## config.mk

```make
export PLATFORM = sky130hd
export DESIGN_NAME = ring_fetch_ctrl
export DESIGN_NICKNAME = d
export VERILOG_FILES = /design/src/rtl/rfc_pkg.sv /design/src/rtl/rfc_engine.sv /design/src/rtl/rfc_arbiter.sv /design/src/rtl/ring_fetch_ctrl.sv
export SDC_FILE = /design/constraint.sdc
export NUM_CORES = 1
export LEC_CHECK = 0
export BUFFER_PORTS_ARGS = -buffer_cell sky130_fd_sc_hd__buf_2
export CORE_MARGIN = 4
export CORE_UTILIZATION = 58
export DETAILED_ROUTE_END_ITERATION = 8
export GPL_TIMING_DRIVEN = 1
export PLACE_DENSITY = 0.95
export SLEW_MARGIN = 0
export SYNTH_ARGS = -nofsm -noshare
export SYNTH_HDL_FRONTEND = slang
export SYNTH_SLANG_ARGS = --single-unit
```

## constraint.sdc

```tcl
create_clock -name clk -period 8.2 [get_ports clk]
set_input_delay 0.41 -clock clk [delete_from_list [all_inputs] [get_ports clk]]
set_output_delay 0.41 -clock clk [all_outputs]
set_load 0.005 [all_outputs]
```

## src/rtl/rfc_pkg.sv

```systemverilog
package rfc_pkg;

   localparam int REG_W = 32;

   typedef enum logic [2:0] {
      ST_STOP  = 3'd0,
      ST_FETCH = 3'd1,
      ST_CHECK = 3'd2,
      ST_RUN   = 3'd3,
      ST_SUSP  = 3'd4
   } rfc_state_e;

   localparam logic [7:0] OFS_BUS    = 8'h00;
   localparam logic [7:0] OFS_TXPOLL = 8'h08;
   localparam logic [7:0] OFS_RXPOLL = 8'h10;
   localparam logic [7:0] OFS_RXBASE = 8'h18;
   localparam logic [7:0] OFS_TXBASE = 8'h20;
   localparam logic [7:0] OFS_STAT   = 8'h28;
   localparam logic [7:0] OFS_RUN    = 8'h30;

   localparam int BM_SWR     = 0;
   localparam int BM_PRIO    = 1;
   localparam int BM_GAP_LO  = 2;
   localparam int STAT_RXST  = 8;
   localparam int STAT_TXST  = 12;

endpackage

```

## src/rtl/rfc_engine.sv

```systemverilog
module rfc_engine
   import rfc_pkg::*;
#(
   parameter int ADDR_W     = 32,
   parameter int DESC_BYTES = 16,
   parameter int SKIP_W     = 5
) (
   input  logic              clk,
   input  logic              rst_n,
   input  logic              soft_rst,
   input  logic              run_i,
   input  logic              poll_i,
   input  logic [ADDR_W-1:0] base_i,
   input  logic [SKIP_W-1:0] skip_i,
   output logic              req_o,
   output logic [ADDR_W-1:0] addr_o,
   input  logic              gnt_i,
   input  logic              rsp_hit_i,
   input  logic              rsp_own_i,
   output logic              start_o,
   output logic [ADDR_W-1:0] start_addr_o,
   input  logic              done_i,
   output logic              unavail_o,
   output rfc_state_e        state_o
);

   rfc_state_e        state_q;
   logic [ADDR_W-1:0] cur_q;
   logic [ADDR_W-1:0] step;
   logic              live;

   assign step = ADDR_W'(DESC_BYTES) + (ADDR_W'(skip_i) << 2);
   assign live = run_i && !soft_rst;

   always_ff @(posedge clk or negedge rst_n) begin
      if (!rst_n) begin
         state_q <= ST_STOP;
         cur_q   <= '0;
      end else if (soft_rst) begin
         state_q <= ST_STOP;
      end else begin
         unique case (state_q)
            ST_STOP: if (run_i) begin
               cur_q   <= base_i;
               state_q <= ST_FETCH;
            end
            ST_FETCH: begin
               if (!run_i)     state_q <= ST_STOP;
               else if (gnt_i) state_q <= ST_CHECK;
            end
            ST_CHECK: if (rsp_hit_i) begin
               if (!run_i)         state_q <= ST_STOP;
               else if (rsp_own_i) state_q <= ST_RUN;
               else                state_q <= ST_SUSP;
            end
            ST_RUN: begin
               if (!run_i) state_q <= ST_STOP;
               else if (done_i) begin
                  cur_q   <= cur_q + step;
                  state_q <= ST_FETCH;
               end
            end
            ST_SUSP: begin
               if (!run_i)      state_q <= ST_STOP;
               else if (poll_i) state_q <= ST_FETCH;
            end
            default: state_q <= ST_STOP;
         endcase
      end
   end

   assign req_o        = (state_q == ST_FETCH) && live;
   assign addr_o       = cur_q;
   assign start_o      = (state_q == ST_CHECK) && rsp_hit_i && live && rsp_own_i;
   assign unavail_o    = (state_q == ST_CHECK) && rsp_hit_i && live && !rsp_own_i;
   assign start_addr_o = cur_q;
   assign state_o      = state_q;

   a_r3_req_addr_hold: assert property (@(posedge clk) disable iff (!rst_n)
      (req_o && !gnt_i) |=> $stable(addr_o));

   a_r4_start_enters_run: assert property (@(posedge clk) disable iff (!rst_n)
      start_o |=> (state_q == ST_RUN));

   a_r5_unavail_suspends: assert property (@(posedge clk) disable iff (!rst_n)
      unavail_o |=> (state_q == ST_SUSP));

   a_r11_stop_returns_idle: assert property (@(posedge clk) disable iff (!rst_n)
      (!run_i && (state_q == ST_RUN || state_q == ST_SUSP)) |=> (state_q == ST_STOP));

   a_r6_poll_needs_susp: assert property (@(posedge clk) disable iff (!rst_n)
      (state_q == ST_RUN && run_i && !done_i && !soft_rst) |=> (state_q == ST_RUN));

endmodule

```

## src/rtl/rfc_arbiter.sv

```systemverilog
module rfc_arbiter #(
   parameter int ADDR_W = 32
) (
   input  logic                   clk,
   input  logic                   rst_n,
   input  logic [1:0]             req_i,
   input  logic [1:0][ADDR_W-1:0] addr_i,
   input  logic                   prio_tx_i,
   input  logic                   mem_gnt,
   output logic                   mem_req,
   output logic [ADDR_W-1:0]      mem_addr,
   output logic                   mem_tag,
   output logic [1:0]             gnt_o
);

   logic pick_tx;

   assign pick_tx  = req_i[1] && (!req_i[0] || prio_tx_i);
   assign mem_req  = |req_i;
   assign mem_tag  = pick_tx;
   assign mem_addr = pick_tx ? addr_i[1] : addr_i[0];
   assign gnt_o[1] = mem_gnt && pick_tx;
   assign gnt_o[0] = mem_gnt && req_i[0] && !pick_tx;

   a_r8_single_grant: assert property (@(posedge clk) disable iff (!rst_n)
      $onehot0(gnt_o));

   a_r8_priority_order: assert property (@(posedge clk) disable iff (!rst_n)
      (req_i[0] && req_i[1]) |-> (mem_tag == prio_tx_i));

   a_r8_grant_needs_req: assert property (@(posedge clk) disable iff (!rst_n)
      gnt_o != 2'b00 |-> (mem_req && mem_gnt));

endmodule

```

## src/rtl/ring_fetch_ctrl.sv

```systemverilog
module ring_fetch_ctrl
   import rfc_pkg::*;
#(
   parameter int ADDR_W     = 32,
   parameter int DATA_W     = 32,
   parameter int OWN_BIT    = 31,
   parameter int DESC_BYTES = 16,
   parameter int SKIP_W     = 5,
   parameter int RST_CYCLES = 4
) (
   input  logic              clk,
   input  logic              rst_n,
   input  logic              reg_we,
   input  logic [7:0]        reg_waddr,
   input  logic [REG_W-1:0]  reg_wdata,
   input  logic [7:0]        reg_raddr,
   output logic [REG_W-1:0]  reg_rdata,
   output logic              mem_req,
   output logic [ADDR_W-1:0] mem_addr,
   output logic              mem_tag,
   input  logic              mem_gnt,
   input  logic              mem_rvalid,
   input  logic              mem_rtag,
   input  logic [DATA_W-1:0] mem_rdata,
   output logic              rx_start,
   output logic [ADDR_W-1:0] rx_start_addr,
   input  logic              rx_done,
   output logic              tx_start,
   output logic [ADDR_W-1:0] tx_start_addr,
   input  logic              tx_done
);

   localparam int NENG  = 2;
   localparam int CNT_W = $clog2(RST_CYCLES + 1);
   localparam int GAP_HI = BM_GAP_LO + SKIP_W - 1;

   if (DESC_BYTES < 4 || (DESC_BYTES % 4) != 0) begin : g_bad_desc
      $error("DESC_BYTES must be a positive multiple of 4");
   end
   if (ADDR_W < 8 || ADDR_W > REG_W) begin : g_bad_addr
      $error("ADDR_W must lie between 8 and the register width");
   end
   if (OWN_BIT >= DATA_W) begin : g_bad_own
      $error("OWN_BIT must index a bit of the response word");
   end
   if (GAP_HI >= 8 || RST_CYCLES < 1) begin : g_bad_cfg
      $error("gap field must fit below bit 8 and reset must last a cycle");
   end

   logic [NENG-1:0]             run_q, unav_q, eng_req, eng_gnt, eng_start;
   logic [NENG-1:0]             eng_unav, eng_poll, eng_done, rsp_hit;
   logic [NENG-1:0][ADDR_W-1:0] eng_addr, start_addr, base_q;
   rfc_state_e                  eng_state [NENG];
   logic [SKIP_W-1:0]           gap_q;
   logic                        prio_tx_q, swr_q;
   logic [CNT_W-1:0]            swr_cnt;
   logic                        wr_bus, wr_run, wr_stat, both_stopped;
   logic                        unused_rdata;

   assign wr_bus       = reg_we && (reg_waddr == OFS_BUS);
   assign wr_run       = reg_we && (reg_waddr == OFS_RUN);
   assign wr_stat      = reg_we && (reg_waddr == OFS_STAT);
   assign both_stopped = (eng_state[0] == ST_STOP) && (eng_state[1] == ST_STOP);
   assign eng_done     = {tx_done, rx_done};
   assign unused_rdata = ^mem_rdata;

   always_ff @(posedge clk or negedge rst_n) begin
      if (!rst_n) begin
         gap_q     <= '0;
         prio_tx_q <= 1'b0;
         swr_q     <= 1'b0;
         swr_cnt   <= '0;
         run_q     <= '0;
      end else begin
         if (wr_bus && both_stopped && !swr_q) begin
            gap_q     <= reg_wdata[GAP_HI:BM_GAP_LO];
            prio_tx_q <= reg_wdata[BM_PRIO];
         end
         if (swr_q) begin
            if (swr_cnt == '0) swr_q <= 1'b0;
            else               swr_cnt <= swr_cnt - 1'b1;
         end else if (wr_bus && reg_wdata[BM_SWR]) begin
            swr_q   <= 1'b1;
            swr_cnt <= CNT_W'(RST_CYCLES - 1);
         end
         if (swr_q)       run_q <= '0;
         else if (wr_run) run_q <= reg_wdata[NENG-1:0];
      end
   end

   for (genvar g = 0; g < NENG; g++) begin : g_eng
      localparam logic [7:0] P_OFS = (g == 0) ? OFS_RXPOLL : OFS_TXPOLL;
      localparam logic [7:0] B_OFS = (g == 0) ? OFS_RXBASE : OFS_TXBASE;
      logic wr_base, clr;

      assign wr_base     = reg_we && (reg_waddr == B_OFS) && (eng_state[g] == ST_STOP);
      assign eng_poll[g] = reg_we && (reg_waddr == P_OFS);
      assign rsp_hit[g]  = mem_rvalid && (mem_rtag == 1'(g));
      assign clr         = wr_stat && reg_wdata[g];

      always_ff @(posedge clk or negedge rst_n) begin
         if (!rst_n) begin
            base_q[g] <= '0;
            unav_q[g] <= 1'b0;
         end else begin
            if (wr_base) base_q[g] <= {reg_wdata[ADDR_W-1:2], 2'b00};
            if (swr_q) unav_q[g] <= 1'b0;
            else       unav_q[g] <= (unav_q[g] && !clr) || eng_unav[g];
         end
      end

      rfc_engine #(
         .ADDR_W    (ADDR_W),
         .DESC_BYTES(DESC_BYTES),
         .SKIP_W    (SKIP_W)
      ) u_engine (
         .clk         (clk),
         .rst_n       (rst_n),
         .soft_rst    (swr_q),
         .run_i       (run_q[g]),
         .poll_i      (eng_poll[g]),
         .base_i      (base_q[g]),
         .skip_i      (gap_q),
         .req_o       (eng_req[g]),
         .addr_o      (eng_addr[g]),
         .gnt_i       (eng_gnt[g]),
         .rsp_hit_i   (rsp_hit[g]),
         .rsp_own_i   (mem_rdata[OWN_BIT]),
         .start_o     (eng_start[g]),
         .start_addr_o(start_addr[g]),
         .done_i      (eng_done[g]),
         .unavail_o   (eng_unav[g]),
         .state_o     (eng_state[g])
      );

      a_r9_flag_sticky: assert property (@(posedge clk) disable iff (!rst_n)
         (unav_q[g] && !clr && !swr_q) |=> unav_q[g]);

      a_r2_base_guard: assert property (@(posedge clk) disable iff (!rst_n)
         (eng_state[g] != ST_STOP) |=> $stable(base_q[g]));
   end

   rfc_arbiter #(.ADDR_W(ADDR_W)) u_arb (
      .clk      (clk),
      .rst_n    (rst_n),
      .req_i    (eng_req),
      .addr_i   (eng_addr),
      .prio_tx_i(prio_tx_q),
      .mem_gnt  (mem_gnt),
      .mem_req  (mem_req),
      .mem_addr (mem_addr),
      .mem_tag  (mem_tag),
      .gnt_o    (eng_gnt)
   );

   assign rx_start      = eng_start[0];
   assign tx_start      = eng_start[1];
   assign rx_start_addr = start_addr[0];
   assign tx_start_addr = start_addr[1];

   always_comb begin
      reg_rdata = '0;
      unique case (reg_raddr)
         OFS_BUS: begin
            reg_rdata[BM_SWR]            = swr_q;
            reg_rdata[BM_PRIO]           = prio_tx_q;
            reg_rdata[GAP_HI:BM_GAP_LO]  = gap_q;
         end
         OFS_TXPOLL, OFS_RXPOLL: reg_rdata = '1;
         OFS_RXBASE: reg_rdata = REG_W'(base_q[0]);
         OFS_TXBASE: reg_rdata = REG_W'(base_q[1]);
         OFS_STAT: begin
            reg_rdata[NENG-1:0]           = unav_q;
            reg_rdata[STAT_RXST +: 3]     = eng_state[0];
            reg_rdata[STAT_TXST +: 3]     = eng_state[1];
         end
         OFS_RUN: reg_rdata[NENG-1:0] = run_q;
         default: reg_rdata = '0;
      endcase
   end

   a_r10_reset_clears_run: assert property (@(posedge clk) disable iff (!rst_n)
      swr_q |=> (run_q == '0));

   a_r10_reset_bounded: assert property (@(posedge clk) disable iff (!rst_n)
      (swr_q && swr_cnt == '0) |=> !swr_q);

   a_r2_cfg_guard: assert property (@(posedge clk) disable iff (!rst_n)
      !both_stopped |=> ($stable(gap_q) && $stable(prio_tx_q)));

endmodule

```

# Word-level counts from Yosys, hierarchy flattened
# Index checks and enable logic that the tools add are counted.
# totals
regBits,144
out_inout_bits,132
wordCells,165
input_bits,88
# classes
add_sub_neg,4
n_eq_ne,37
n_bitwise,2
reduce_logical,60
n_mux,49
# op_table
operator,count
32-bit 2-to-1 mux,7
32-bit one-hot mux with 2 select lines,2
3-bit 2-to-1 mux,24
32-bit adder,2
17-bit one-hot mux with 3 select lines,1
8-bit by 6-bit == test with 1-bit output (second input constant),6
1-bit logical AND,35
8-bit by 5-bit == test with 1-bit output (second input constant),4
3-bit one-hot mux with 5 select lines,2
3-bit one-hot mux with 4 select lines,2
5-bit one-hot mux with 4 select lines,1
5-bit AND reduction,4
8-bit by 4-bit == test with 1-bit output (second input constant),2
8-bit zero test,2
4-bit by 3-bit != test with 1-bit output (second input constant),4
2-bit != test (second input constant),7
3-bit by 2-bit == test with 1-bit output (second input constant),4
3-bit zero test,3
5-bit by 7-bit adder with 8-bit output (first input constant),1
4-bit != test (second input constant),2
2-bit one-hot mux with 4 select lines,1
2-bit nonzero test,4
3-bit by 1-bit == test with 1-bit output (second input constant),2
3-bit == test (second input constant),2
other kinds (11),28

# Depth between registers and ports, before layout
# Gate-level depths: netlist of run 1.
# logic_depth
word_depth,12
depth_mapped,9
depth_no_buf,8

# Cells and area by module
# A second synthesis of run 1 with hierarchy kept.
# unflattened
cells_unflattened,1038
area_unflattened_um2,9913.3
# modules_own_cells
mod,seq_area_each_um2,cells_each,area_per_inst_um2,instances
ring_fetch_ctrl,1851.8,358,3973.8,1
rfc_engine (g_eng[1].u_engine),875.8,319,2760.1,1
rfc_engine (g_eng[0].u_engine),875.8,319,2740.1,1
rfc_arbiter,0.0,42,439.2,1

# Worst setup path before layout of run 1
# No wires, ideal clock.
# synth_path
kind,register -> register
from,reg gap_q[2]
to,reg g_eng[1].u_engine.cur_q[29]
path_stages_with_launch,10
setup_time_ps,120
path_buffers,1
period_less_slack_ps,2564
slack_ps,5636
arrival_ps,2444
t_required_ps,8080
path_cell_list,dfrtp_1 -> ha_1 -> xor2_1 -> ha_1 -> or2_2 -> a21o_1 -> clkbuf_1 -> and3_1 -> a311o_1 -> and3_1
# synth_via
elab_chain_cells,5
# synth_rtl
item,line,rtl
"start, declared",ring_fetch_ctrl.sv:54,logic [SKIP_W-1:0] gap_q;
"start signal, assigned",ring_fetch_ctrl.sv:76,gap_q <= reg_wdata[GAP_HI:BM_GAP_LO];
5-bit by 7-bit adder with 8-bit output,rfc_engine.sv:32,assign step = ADDR_W'(DESC_BYTES) + (ADDR_W'(skip_i) << 2);
32-bit adder,rfc_engine.sv:59,cur_q <= cur_q + step;
32-bit 2-to-1 mux,rfc_engine.sv:58,else if (done_i) begin
32-bit 2-to-1 mux,rfc_engine.sv:57,if (!run_i) state_q <= ST_STOP;
32-bit one-hot mux with 2 select lines,rfc_engine.sv:42,unique case (state_q)
"end signal, assigned",rfc_engine.sv:44,cur_q <= base_i;
"end signal, assigned",rfc_engine.sv:59,
"end, declared",rfc_engine.sv:28,logic [ADDR_W-1:0] cur_q;
# No other way between the ends. The select of a mux whose other input is x is not followed.
# A chain may end at the register's enable or synchronous reset.

# Final worst setup path of run 1
# layout_path
from,reg swr_q
to,out mem_addr[30]
# layout_via
elab_chain_cells,7
word_cells_on_any_way,9
cone_classes,mux: 1; reduce/logical: 8
# layout_rtl
item,line,rtl
"start, declared",ring_fetch_ctrl.sv:55,"logic prio_tx_q, swr_q;"
"start signal, assigned",ring_fetch_ctrl.sv:71,swr_q <= 1'b0;
"start signal, assigned",ring_fetch_ctrl.sv:80,if (swr_cnt == '0) swr_q <= 1'b0;
"start signal, assigned",ring_fetch_ctrl.sv:83,swr_q <= 1'b1;
1-bit zero test (*),rfc_engine.sv:33,assign live = run_i && !soft_rst;
1-bit logical AND,rfc_engine.sv:33,
1-bit logical AND,rfc_engine.sv:72,assign req_o = (state_q == ST_FETCH) && live;
1-bit zero test,rfc_arbiter.sv:18,assign pick_tx = req_i[1] && (!req_i[0] || prio_tx_i);
1-bit logical OR,rfc_arbiter.sv:18,
1-bit logical AND (*),rfc_arbiter.sv:18,
32-bit 2-to-1 mux (*),rfc_arbiter.sv:21,assign mem_addr = pick_tx ? addr_i[1] : addr_i[0];
"end, declared",ring_fetch_ctrl.sv:19,"output logic [ADDR_W-1:0] mem_addr,"
# Every way passes the cells marked *; elsewhere a longest branch is shown, timed or not.

==> results of run 1 <==
==> cell usage after synthesis, types with 5 or more instances <==
library cell,n
a211oi_1,8
a21oi_1,49
a22oi_1,27
a2bb2oi_1,16
a311oi_1,7
a31oi_1,10
and2_1,9
and3_1,18
and4_1,9
buf_1,6
buf_4,6
clkbuf_1,54
dfrtp_1,140
ha_1,15
inv_1,20
mux2_2,93
nand2_1,94
nand2b_1,5
nand3_1,53
nand4_1,25
nor2_1,56
nor3_1,20
nor4_1,10
o211ai_1,7
o21ai_0,25
o221ai_1,6
o22ai_1,21
or2_2,7
or3_1,8
==> what timing repair did <==
item | in CTS | in global routing
setup endpoints to repair | 0 | 0
hold buffers | 1 | 0
hold endpoints to repair | 3 | 0
==> power breakdown <==
part           internal (mW)  switching, mW  total (mW)
Combinational          0.423          0.424       0.847
Clock                  0.431          0.295       0.726
Sequential             0.857          0.309        1.17
==> state kept, by name, summed over array words and instances, names as in the netlist <==
register	flops
base_q	60
g_eng.u_engine.addr_o	60
g_eng.u_engine.state_o	6
gap_q	5
prio_tx_q	1
run_q	2
swr_cnt	3
swr_q	1
unav_q	2
==> worst max-delay path: stages (launching register included) <==
cell and delay [ps]:
dfrtp_1 630, nor3b_1 600, nand2_1 150, o21bai_2 240
buf_4 290, mux2_2 350, buf_2 130
==> cells by family (layout without fill, tap and decap cells) <==
logic type / Yosys count / count (layout) / synth area share (%)
adders and majority gates: 18 / 18 / 2.74
DFF: 140 / 140 / 40.5
buffers and inverters: 91 / 248 / 4.49
and+or+nand+nor: 336 / 336 / 19.9
muxes: 99 / 99 / 12.8
xor gates and xnor gates: 8 / 8 / 0.809
other: 1 / 6 / 0.0433
AOI/OAI and AO/OA: 232 / 232 / 18.7
==> per-stage QoR <==
stage | std cells | instance area (sq um) | hold WS (ps) | total power, mW
global placement | 1238 | 9640 | 443 | 1.93
CTS | 1271 | 10200 | 215 | 2.70
detailed placement | 1238 | 9640 | 444 | 1.98
global route | 1271 | 10200 | 223 | 2.87
floorplan | 930 | 8680 | 114 | 1.55
finish | 1271 | 10200 | 219 | 2.74
==> cell type report <==
class | instances | area share, %
inverter | 20 | 0.737
tap | 184 | 2.26
multi-input combinational | 699 | 47.3
sequential | 140 | 34.4
clock buffer | 25 | 4.67
timing repair buffer | 196 | 10.1
clock inverter | 7 | 0.639
==> final timing paths <==
check / endpoint / depth (start not counted) / slack, ps / startpoint
max in group asynchronous: g_eng[0].u_engine.addr_o[4]$_DFFE_PN0P_ / 3 / 6300 / rst_n
min: base_q[30]$_DFFE_PN0P_ / 2 / 220 / reg_wdata[30]
max reg2reg: g_eng[0].u_engine.addr_o[20]$_DFFE_PN0P_ / 8 / 5130 / gap_q[2]$_DFFE_PN0P_
min in group asynchronous: swr_cnt[2]$_DFFE_PN0P_ / 2 / 540 / rst_n
min reg2reg: swr_cnt[0]$_DFFE_PN0P_ / 1 / 480 / swr_cnt[0]$_DFFE_PN0P_
max: mem_addr[30] / 6 / 4960 / swr_q$_DFF_PN0_
==> cell usage in the layout (no fill, tap or decap), types with 7 or more instances in the layout <==
master / count
a211oi_1: 8
o211ai_1: 7
and2_1: 9
buf_4: 13
nand2_1: 94
a21oi_1: 49
nor2_1: 56
and4_1: 9
nand4_1: 25
ha_1: 15
or2_2: 7
buf_2: 181
a22oi_1: 27
and3_1: 18
dfrtp_1: 140
nor3_1: 19
mux2_2: 93
a2bb2oi_1: 16
nand3_1: 53
o21ai_0: 25
a31oi_1: 10
a311oi_1: 7
nor4_1: 10
inv_1: 20
o22ai_1: 21
or3_1: 8
clkbuf_16: 17
==> routing by layer <==
layer	part of all wire [%]	vias to the layer above	GRT usage, %	wire, microns
met1	35	4277	44.9	10400
met3	14	176	11.0	4140
met4	5.0	2	14.9	1460
met5	0.044	-	0	13
met2	46	833	53.7	13500
li1	-	3791	-	-
==> summary.md, run 1 <==
| Metric | Value |
|---|---|
| Status | completed |
| Relative slew slack | 19.7% |
| Die ar. | 0.0170 sq mm |
| Initial Util | 59.4% |
| Max Freq | 308 MHz |
| Sequential area share after synthesis | 40.5% |
| Fillers | 1003 |
| Core area | 0.0146 sq mm |
| Die height | 130 microns |
| Antenna Nets Post-Route | 0 |
| Post-synth cell types | 74 |
| Initial drt markers | 1630 |
| DRC Markers | 0 |
| Fin crit share | 39.5% |
| Initial antenna violation count | 1 |
| Clock sink count | 140 |
| Initial DRT Pass Iterations | 8 |
| Die width | 130 microns |
| Number of enable flip-flop cells after synthesis | 0 |
| N_diodes | 0 |
| Final Util | 69.8% |
| Total GRT Usage | 34.6% |
| Largest area contributor in the synthesized netlist | dfrtp_1 |
| Synthesized area per cell | 9.36 sq um |
| Gr ovfl total | 0 |
| Avg WL per Cell | 23.2 microns |
| Area grow syn2layout | 17.6% |
| Number of synthesis warnings | 0 |
| Setup_tns | 0 ps |
| Port Buf Inserts | 182 |
| Vias in the first global route | 8385 |
| Post-synth top area share | 40.5% |
| CTS tree | built |
| Setup violators final | 0 |
| Largest net degree at the start of global routing | 72 |
| Worst-Margin Slew | 1200 ps |
| Global-route wire length before repair | 45700 microns |
| Root buf cell | clkbuf_16 |
| Final layout net count | 1179 |
| Max-cap violations | 0 |
| Syn Inst Count | 925 |
| I/O Pins | 220 |
| Slew Limit Fails | 0 |
| Hold Vio Cnt, Final | 0 |
| CP required | 7790 ps |
| Post-DP HPWL | 19900 microns |
| Crit path kind | register to output port |
| Leakage Power | 4.87 nW |
| Synthesized flop and latch total | 140 |
| Mapped Area | 0.00866 sq mm |
| Power Dens Cells | 269 mW/mm^2 |
| Clock Latency Late Sink | 440 ps |
| Synth async-reset ratio | 100% |
| Final WS setup | 4960 ps |
| CP Launch Type | register |
| Worst min-delay path category | input pin to register |
| Tmin final | 3240 ps |
| CTS Buffer Depth | 2 |
| Unrepaired setup endpoints after global routing | false |
| Most area-consuming cells after synthesis | dfrtp_1 40%, mux2_2 12%, nand2_1 4.1% |
| Layout cells sized above 1 | 30.7% |
| # rows | 44 |
| Maximum fanout along the worst path | 31 |
| Setup crit end kind | output port |
| Routed vias/inst | 7.14 |
| Synth Flop Type | dfrtp_1 |
| Clock Pin Slew Worst Setup and Hold Paths | 60 ps |
| FF+latch area | 0.00350 sq mm |
| Total Wirelength | 29400 microns |
| Worst Skew | 9.63 ps |
| VDD IR-drop max | 0.000155 V |
| Multi-input logic area | 0.00481 sq mm |
| WP data arrival | 2830 ps |
| CTS Buf Count | 17 |
| Place WS | 5330 ps |
| Final RePlAce weighted congestion | 1.01 |
| Max H-tree Level | 4 |
| DR vias | 9079 |
| Post-CTS sizing | 0 |
| Post-CTS setup buffer count | 0 |
Power figures use the tool's default switching activity.
==> run 2, diff against run 1 <==
CORE_UTILIZATION = 49   (was 58)
PLACE_DENSITY = 0.88   (was 0.95)
clock period = 2.74 ns   (was 8.2 ns; I/O delays follow)
==> run 2 against run 1 <==
Die area grew 17%. Routed wire length grew 1.7%. Flip-flop and latch count is the same. Worst hold slack lost 200 ps. Final cell count increased by 7.3%. Utilization shrank 7.2 points. Clock power rose to 3.3 times the previous value. Setup slack got worse by 4900 ps. Register-to-register slack lost 5000 ps. Cell area up 6.4%. Non-clock buffer count is 52 higher. Highest routed layer is now met4.
==> summary.md, run 2 (synthesis gave the netlist of run 1 again) <==
| Metric | Value |
|---|---|
| Worst Skew | 9.89 ps (+0.265 ps) |
| Initial antenna violation count | 0 (-1) |
| Setup violators final | 0 (unchanged) |
| Maximum fanout along the worst path | 31 (unchanged) |
| Hold_sp | mem_rdata[31] |
| # rows | 48 (+9.1%) |
| DRC Markers | 0 (unchanged) |
| Avg WL per Cell | 21.9 microns (-5.2%) |
| Crit path kind | register to output port |
| CP required | 2600 ps (-5190 ps) |
| Die width | 141 microns (+8.3%) |
| Final RePlAce weighted congestion | 0.962 (-4.3%) |
| VDD IR-drop max | 0.000514 V (+230%) |
| Fin crit share | 97.6% |
| Design Power | 8.48 mW (+210%) |
| Worst setup path start | g_eng[0].u_engine.state_o[2]$_DFFE_PN0P_ |
| Sequential power share | 41.1% (-1.5 points) |
| Int Pwr | 5.35 mW (+210%) |
| Worst R2R Start | gap_q[2]$_DFFE_PN0P_ |
| Max Freq | 374 MHz |
| Total GRT Usage | 29.7% (-4.9 points) |
| Leakage Power | 5.16 nW (+5.9%) |
| Worst min-delay path category | input pin to register |
| Final layout net count | 1231 (+4.4%) |
| Initial Util | 50.1% (-9.3 points) |
| Clock sink count | 140 (unchanged) |
| CTS tree | built |
| Clock Pin Slew Worst Setup and Hold Paths | 60 ps (about the same) |
| Root buf cell | clkbuf_16 |
| Vias in the first global route | 8509 (+1.5%) |
| Post-CTS setup buffer count | 0 (unchanged) |
| Routed vias/inst | 6.59 (-7.8%) |
| Die ar. | 0.0199 sq mm (+17%) |
| Global-route wire length before repair | 46900 microns (+2.7%) |
| Largest net degree at the start of global routing | 76 (+5.6%) |
| Switching Power | 3.13 mW (+200%) |
| Initial drt markers | 1195 (-27%) |
| Gr ovfl total | 0 (unchanged) |
| Slew Limit Fails | 0 (unchanged) |
| Area grow syn2layout | 25.1% |
| Initial DRT Pass Iterations | 6 (-2) |
| CTS Buffer Depth | 2 (unchanged) |
| Setup crit end kind | output port |
| WP data arrival | 2540 ps (-290 ps) |
| Clock Latency Late Sink | 440 ps (about the same) |
| Clk pwr share | 28.1% (+1.6 points) |
| Fillers | 1377 (+37%) |
| Power Dens Cells | 782 mW/mm^2 (+190%) |
| Core area | 0.0173 sq mm (+19%) |
| Layout cells sized above 1 | 31.8% (+1.1 points) |
| Antenna Nets Post-Route | 0 (unchanged) |
| Status | completed |
| Relative slew slack | 25.3% (+5.6 points) |
| Die height | 141 microns (+8.3%) |
| DR vias | 8987 (-1.0%) |
| Max-cap violations | 0 (unchanged) |
| Hold Vio Cnt, Final | 0 (unchanged) |
| Total Wirelength | 29900 microns (+1.7%) |
| Post-DP HPWL | 20500 microns (+3.0%) |
| CTS Buf Count | 17 (unchanged) |
| Worst-Margin Slew | 1120 ps (-84.2 ps) |
| Sw Ratio | 36.9% (-0.62 points) |
| Tmin final | 2680 ps |
| Combinational Power Share | 30.7% (-0.2 points) |
| Most common cell after layout, fill and taps aside | buf_2 |
| N_diodes | 0 (unchanged) |
| CP Launch Type | register |
| Place WS | 127 ps (-5200 ps) |
| Final WS setup | 64.7 ps (-4890 ps) |
| Port Buf Inserts | 182 (unchanged) |
| Max H-tree Level | 4 (unchanged) |
| Commonest cells after routing, fill and taps aside | 181 x buf_2, 140 x dfrtp_1, 94 x nand2_1, 93 x mux2_2, 56 x nor2_1 |
| I/O Pins | 220 (unchanged) |
run 2: area by class of cell:
| type | count | area [sq um] | share of cell area, % |
|---|---|---|---|
| inverters | 20 | 75.1 | 0.693 |
| multi-input cells | 699 | 4850 | 44.7 |
| clock buffers | 21 | 450 | 4.16 |
| repair buffers | 248 | 1540 | 14.2 |
| clock inverters | 11 | 143 | 1.32 |
| well taps | 225 | 282 | 2.60 |
| flip-flops and latches | 140 | 3500 | 32.3 |
run 2: routing by layer:
metal	global-route usage, %	share of wire (%)	up-vias	routed length [microns]
met2	46.6	46	688	13600
met4	13.3	5.0	0	1510
met3	6.31	11	147	3370
met5	0	0	-	0
li1	-	-	3894	-
met1	39.8	38	4258	11400
run 2: final timing paths:
kind | end | slack (ps) | depth (start not counted)
max in group asynchronous | g_eng[0].u_engine.addr_o[4]$_DFFE_PN0P_ | 1590 | 3
min in group asynchronous | g_eng[0].u_engine.addr_o[25]$_DFFE_PN0P_ | 320 | 2
worst max-delay path | mem_addr[30] | 60 | 6
worst min-delay path | g_eng[1].u_engine.state_o[2]$_DFFE_PN0P_ | 20 | 2
worst max register to register | g_eng[1].u_engine.addr_o[29]$_DFFE_PN0P_ | 120 | 8
worst min register to register | swr_cnt[0]$_DFFE_PN0P_ | 480 | 1
run 2: what timing repair did:
item / 4_1_cts / 5_1_grt
hold buffers: 34 / 0
setup endpoints to repair: 0 / 43
gates resized for setup: 0 / 9
hold endpoints to repair: 141 / 0
run 2: power by group through the flow:
stage          combinational [mW]  sequential, mW  clock [mW]
2_1_floorplan                1.52            3.13           0
3_3_place_gp                 2.41            3.46           0
3_5_place_dp                 2.49            3.47           0
4_1_cts                      2.56            3.44        2.37
5_1_grt                      2.86            3.56        2.47
6_report                     2.60            3.49        2.39
run 2: metrics by stage:
step	instances	TNS, ps	instance area [sq um]	hold slack [ps]	util (%)
4_1_cts	1364	0	10800	0.430	62.5
3_5_place_dp	1298	0	9870	231	57.1
3_3_place_gp	1298	0	9870	219	57.1
6_report	1364	0	10800	17.7	62.7
5_1_grt	1364	-18.9	10800	22.9	62.7
2_1_floorplan	930	0	8680	-159	-
run 2: critical path: stages (launching register included):
cell	delay, ps
dfrtp_1	520
nor2b_2	280
nand3_1	210
o21bai_2	300
buf_12	260
mux2_2	380
buf_2	130
